===== config.mk =====
export PLATFORM = sky130hd
export DESIGN_NAME = lsu_lane_align
export DESIGN_NICKNAME = d
export VERILOG_FILES = /design/src/rtl/lsu_lane_align.sv
export SDC_FILE = /design/constraint.sdc
export NUM_CORES = 1
export LEC_CHECK = 0
export BUFFER_PORTS_ARGS = -buffer_cell sky130_fd_sc_hd__buf_4
export CORE_MARGIN = 8
export CORE_UTILIZATION = 45
export DETAILED_ROUTE_END_ITERATION = 7
export PLACE_DENSITY = 0.82
export RECOVER_POWER = 50
export SLEW_MARGIN = 20
export SYNTH_ARGS = -nofsm -noshare
export SYNTH_HDL_FRONTEND = slang
export SYNTH_SLANG_ARGS = --single-unit

===== constraint.sdc =====
create_clock -name clk -period 4.77 [get_ports clk]
set_input_delay 0 -clock clk [delete_from_list [all_inputs] [get_ports clk]]
set_output_delay 0 -clock clk [all_outputs]
set_load 0.02 [all_outputs]

===== src/rtl/lsu_lane_align.sv =====
module lsu_lane_align (
  input  logic        clk,
  input  logic        rst_n,
  input  logic        strap_big,
  input  logic        acc_en,
  input  logic        acc_store,
  input  logic [2:0]  acc_kind,
  input  logic        acc_unsigned,
  input  logic [1:0]  addr_lo,
  input  logic [31:0] mem_rdata,
  input  logic [31:0] reg_old,
  input  logic [31:0] reg_wdata,
  output logic [31:0] load_result,
  output logic [31:0] store_data,
  output logic [3:0]  store_be,
  output logic        align_err,
  output logic        big_mode
);

  localparam logic [2:0] KIND_BYTE  = 3'd0;
  localparam logic [2:0] KIND_HALF  = 3'd1;
  localparam logic [2:0] KIND_WORD  = 3'd2;
  localparam logic [2:0] KIND_LEFT  = 3'd3;
  localparam logic [2:0] KIND_RIGHT = 3'd4;

  logic big_q;

  always_ff @(posedge clk) begin
    if (!rst_n) big_q <= strap_big;
  end

  assign big_mode = big_q;

  logic [1:0]  lane;
  logic        upper_half;
  logic [4:0]  lsh, rsh;
  logic [7:0]  sel_byte;
  logic [15:0] sel_half;
  logic [31:0] keep_left, keep_right;
  logic        bad;

  assign lane       = big_q ? ~addr_lo : addr_lo;
  assign upper_half = big_q ? ~addr_lo[1] : addr_lo[1];
  assign lsh        = {~lane, 3'b000};
  assign rsh        = {lane, 3'b000};
  assign sel_byte   = 8'(mem_rdata >> rsh);
  assign sel_half   = upper_half ? mem_rdata[31:16] : mem_rdata[15:0];
  assign keep_left  = ~(32'hFFFF_FFFF << lsh);
  assign keep_right = ~(32'hFFFF_FFFF >> rsh);

  assign bad = acc_en && ((acc_kind == KIND_HALF && addr_lo[0]) ||
                          (acc_kind == KIND_WORD && addr_lo != 2'b00) ||
                          (acc_kind > KIND_RIGHT));

  always_comb begin
    load_result = reg_old;
    if (!bad) begin
      case (acc_kind)
        KIND_BYTE:  load_result = {{24{sel_byte[7] & ~acc_unsigned}}, sel_byte};
        KIND_HALF:  load_result = {{16{sel_half[15] & ~acc_unsigned}}, sel_half};
        KIND_WORD:  load_result = mem_rdata;
        KIND_LEFT:  load_result = (mem_rdata << lsh) | (reg_old & keep_left);
        KIND_RIGHT: load_result = (mem_rdata >> rsh) | (reg_old & keep_right);
        default:    load_result = reg_old;
      endcase
    end
  end

  logic [3:0] be_raw;

  always_comb begin
    store_data = reg_wdata;
    be_raw     = 4'b0000;
    case (acc_kind)
      KIND_BYTE: begin
        store_data = {4{reg_wdata[7:0]}};
        be_raw     = 4'b0001 << lane;
      end
      KIND_HALF: begin
        store_data = {2{reg_wdata[15:0]}};
        be_raw     = upper_half ? 4'b1100 : 4'b0011;
      end
      KIND_WORD: be_raw = 4'b1111;
      KIND_LEFT: begin
        store_data = reg_wdata >> lsh;
        be_raw     = 4'b1111 >> ~lane;
      end
      KIND_RIGHT: begin
        store_data = reg_wdata << rsh;
        be_raw     = 4'b1111 << lane;
      end
      default: be_raw = 4'b0000;
    endcase
  end

  assign store_be  = (acc_en && acc_store && !bad) ? be_raw : 4'b0000;
  assign align_err = bad;

endmodule


# Word level (Yosys, flattened, before mapping)

Index checks and enable logic that the tools add are counted.

Bits in registers: 1
Bits of input ports: 107
Output and inout bits: 70
Word-level logic and storage cells: 46

Order comparisons: 1
Equal/unequal tests: 4
Shift-type cells: 9
Multiplexer cells: 9
Bitwise gates (word level): 12
Reduce and logical (&&, ||, !) cells: 10

Operator list:

| operator              | count |
|---|---|
| $pmux 32 s5           | 1 |
| $pmux 32 s4           | 1 |
| $and 32x32->32        | 2 |
| $not 32->32           | 2 |
| $or 32x32->32         | 2 |
| $shl 32x5->32         | 2 |
| $shr 32x5->32         | 2 |
| $mux 32               | 1 |
| $shl 32x5->32 const A | 1 |
| $shr 32x5->32 const A | 1 |
| $pmux 4 s5            | 1 |
| $mux 16               | 1 |
| $mux 4                | 2 |
| $eq 3x2->1 const B    | 2 |
| $logic_and 1x1->1     | 5 |
| $not 2->2             | 2 |
| $shl 1x2->4 const A   | 1 |
| $shl 4x2->4 const A   | 1 |
| $shr 4x2->4 const A   | 1 |
| $eq 3x1->1 const B    | 1 |
| $eq 3x3->1 const B    | 1 |
| $gt 3x3->1 const B    | 1 |
| $logic_not 3->1       | 1 |
| $and 1x1->1           | 2 |
| 6 further kinds       | 8 |

# Depth between registers and ports, before layout

Depth after elaboration: 9
Gate-level depth with buffers: 8
Depth with buffers taken out: 5

# Worst setup path after synthesis

Ideal clock, no wire load.

Path type: register to output
Start point: register big_q, in the netlist big_mode
End point: output load_result[22]
Arrival: 2.377 ns
Data required time: 4.770 ns
Slack: 2.393 ns
Cell stages (with the launch flop): 9
Path buffers: 3
Path through: edfxtp_1 buf_6 xor2_4 mux4_2 o22a_1 buf_6 o31a_4 buf_12 a21oi_2

Longest elaborated chain between the ends: 8
Elaborated cells on any way between the ends: 18
Classes of those cells: shift (4); mux (5); bitwise (9)

Ends and longest elaborated chain:

| element                  | line | RTL |
|---|---|---|
| start: declaration       | 26   | `logic big_q;` |
| start signal: assignment | 29   | `if (!rst_n) big_q <= strap_big;` |
| $mux 2                   | 42   | `assign lane = big_q ? ~addr_lo : addr_lo;` |
| $not 2->2                | 44   | `assign lsh = {~lane, 3'b000};` |
| $shl 32x5->32            | 48   | `assign keep_left = ~(32'hFFFF_FFFF << lsh);` |
| $not 32->32              | 48   |  |
| $and 32x32->32           | 62   | `KIND_LEFT: load_result = (mem_rdata << lsh) \| (reg_old & keep_left);` |
| $or 32x32->32            | 62   |  |
| $pmux 32 s5 *            | 58   | `case (acc_kind)` |
| $mux 32 *                | 57   | `if (!bad) begin` |
| end: declaration         | 13   | `output logic [31:0] load_result,` |

Mark *: on every way between the ends. The rest lies on a longest branch, timed or not.

# Worst setup path after layout

Start point: input addr_lo[0]
End point: output load_result[18]

Longest elaborated chain between the ends: 9
Elaborated cells on any way between the ends: 22
Classes of those cells: shift (4); mux (3); bitwise (9); reduce/logical (6)

Ends and longest elaborated chain:

| element            | line | RTL |
|---|---|---|
| start: declaration | 9    | `input logic [1:0] addr_lo,` |
| $not 2->2          | 42   |  |
| $mux 2             | 42   |  |
| $not 2->2          | 44   |  |
| $shl 32x5->32      | 48   |  |
| $not 32->32        | 48   |  |
| $and 32x32->32     | 62   |  |
| $or 32x32->32      | 62   |  |
| $pmux 32 s5        | 58   |  |
| $mux 32 *          | 57   |  |

Marks and branches as above.

==> impl_metrics.py <==
metrics = {
    "status": {
        "status": "finished, violations left",
        "failed_checks": "max-capacitance violations, max-slew violations",
    },
    "placement": {
        "dp_hpwl_mm": 13.8,
        "place.gp.congestion": 0.999,
        "dp_cells": 813,
        "placement.io_buffers": 176,
    },
    "global_routing": {
        "grt_use_total": 0.281,
        "grt_pass1_vias": 5388,
        "grt_max_degree": 39,
        "grt_first_pass_wirelength_mm": 27.7,
        "antenna_found_initial": 0,
        "overflow": 0,
    },
    "timing": {
        "tns_ns": 0,
        "hold_violations": 0,
        "timing.slew.headroom": -0.561,
        "rsz0062_at_grt": "false",
        "whs_ns": 0.205,
        "final-setup-viol-count": 0,
        "tightest_slew_ns": 2.34,
        "fmax_mhz": 266,
        "maxSlewViolCount": 39,
        "fin_crit_ns": 3.76,
        "period_share": 0.789,
    },
    "route": {
        "ant_nets": 0,
        "dr.first_iter.drc_count": 492,
        "dr.pass1.iters": 5,
        "wl_mm": 18.2,
        "avgViaCountPerCell": 6.74,
        "vias": 5477,
        "drc": 0,
        "wl_per_cell_um": 22.4,
    },
    "critical_path": {
        "crit_end": "load_result[18]",
        "worst_ep_arrival_time_ns": 3.76,
        "critPathMaxFanout": 38,
        "slowest_stage": "clkbuf_1",
        "path_cells": "clkbuf_1 -> xnor2_4 -> buf_4 -> mux4_2 -> o22a_1 -> o31a_4 -> a31oi_1 -> buf_4",
        "end_kind": "output port",
        "critPathLaunchType": "primary input",
        "path_common_cell": "buf_4",
        "path_class": "in -> out",
        "startpoint": "addr_lo[0]",
        "max_stage_delay_ns": 1.63,
        "critical_path_required_ns": 4.77,
    },
    "clock_network": {
        "cts_setup_buffers": 0,
        "clkSlewWorstSetupHoldPaths_ns": 0,
        "cts_resized": 0,
        "cts_hold_buf": 0,
    },
    "hold_path": {
        "hold_class": "in -> reg",
        "min_from": "strap_big",
    },
    "pwr": {
        "leakage_uw": 0.00213,
        "powerDensity_nw_per_um2": 159,
        "ir_worst_vdd_v": 0.0000678,
        "finalPower_uw": 797,
    },
    "logic_synthesis": {
        "syn_area_sq_um": 3900,
        "ys.flop_type": "edfxtp_1",
        "synth_seq_cells": 1,
        "synthArstFlopShare": 0,
        "ys_seq_area_frac": 0.00771,
        "synth.avg_cell_area_sq_um": 6.73,
        "ys_types": 52,
        "syn_nets": 686,
        "yosys.area.top_type": "mux2i_1",
        "yosysMostFrequentCell": "nand2_1",
        "yosysWarnings": 0,
        "synth_area_leaders": "mux2i_1, nand2_1, a22oi_1, nor2_1, a221oi_1",
        "syn_inst": 579,
        "synth_top_area_share": 0.152,
        "ys_top_cells_by_count": "nand2_1, nor2_1, mux2i_1",
        "synth_edf_count": 1,
    },
    "final_layout": {
        "final_nets": 814,
        "final_cell_count_no_fill": 813,
        "insertedDiodeCount": 0,
        "drive_gt1_frac": 0.278,
        "fill_cells": 862,
        "largest_reg_flops": 1,
        "syn2layout_area_growth_pct": 28.7,
    },
    "die": {
        "start_util": 0.456,
        "die_y_um": 109,
        "rows": 34,
        "die_width_um": 109,
        "dieArea_sq_um": 11900,
        "core-area_sq_um": 8550,
        "ios": 177,
    },
    "job": {
        "maxCapViolCount": 1,
    },
}
[logic make-up after synthesis]
group	synth area share
xor gates and xnor gates	0.0283
muxes	0.230
and+or+nand+nor	0.224
AOI/OAI and AO/OA	0.431
buffers and inverters	0.0796
DFF	0.00771
[stage by stage]
step                utilization  area (sq um)  setup slack [ns]
finish                    0.586          5010              1.01
detailed placement        0.599          5120              1.64
CTS                       0.599          5120              1.64
floorplan                     -          3900              2.39
global route              0.586          5010             0.844
global placement          0.599          5120              1.73
[cell type report]
class / count / area, sq um / share of cell area
multi-input cells: 513 / 3560 / 0.710
repair buffers: 182 / 1260 / 0.251
well taps: 108 / 135 / 0.0269
inverters: 9 / 33.8 / 0.00674
flip-flops and latches: 1 / 30.0 / 0.00599
[placed cells by master, fill, tap and decap left out, types with 8 or more instances in the layout]
master / Yosys / routed
mux2i_1: 59 / 59
clkbuf_1: 28 / 29
nor2_1: 69 / 68
nand3_1: 9 / 9
nand2_1: 79 / 79
a221oi_1: 27 / 27
o21ai_0: 30 / 30
nor3_1: 12 / 12
a21oi_1: 41 / 41
buf_4: 3 / 151
mux2_2: 19 / 19
inv_1: 9 / 9
a22oi_1: 37 / 37
a31oi_1: 8 / 8
o22ai_1: 20 / 20
[critical path, delay by kind of cell]
family / cells / cell delay (ns)
buf+inv: 3 / 2.26
xor+xnor: 1 / 0.18
mux: 1 / 0.31
compound gates: 3 / 0.97
[power by group]
group	internal, uW	switching, uW
Sequential	10.7	1.13
Clock	0	0
Combinational	310	475
[per-layer routing]
metal / GRT usage / share of wire
met5: 0 / 0
met4: 0.0782 / 0.022
met3: 0.0644 / 0.12
met2: 0.477 / 0.47
met1: 0.346 / 0.38
[worst min-delay path by stage]
stage	end	cells past startpoint
floorplan	big_mode	0
global placement	big_mode	1
detailed placement	big_mode	1
CTS	big_mode	1
global route	big_mode	1
finish	big_mode	1
No activity file was read; power rests on OpenSTA's default activity.
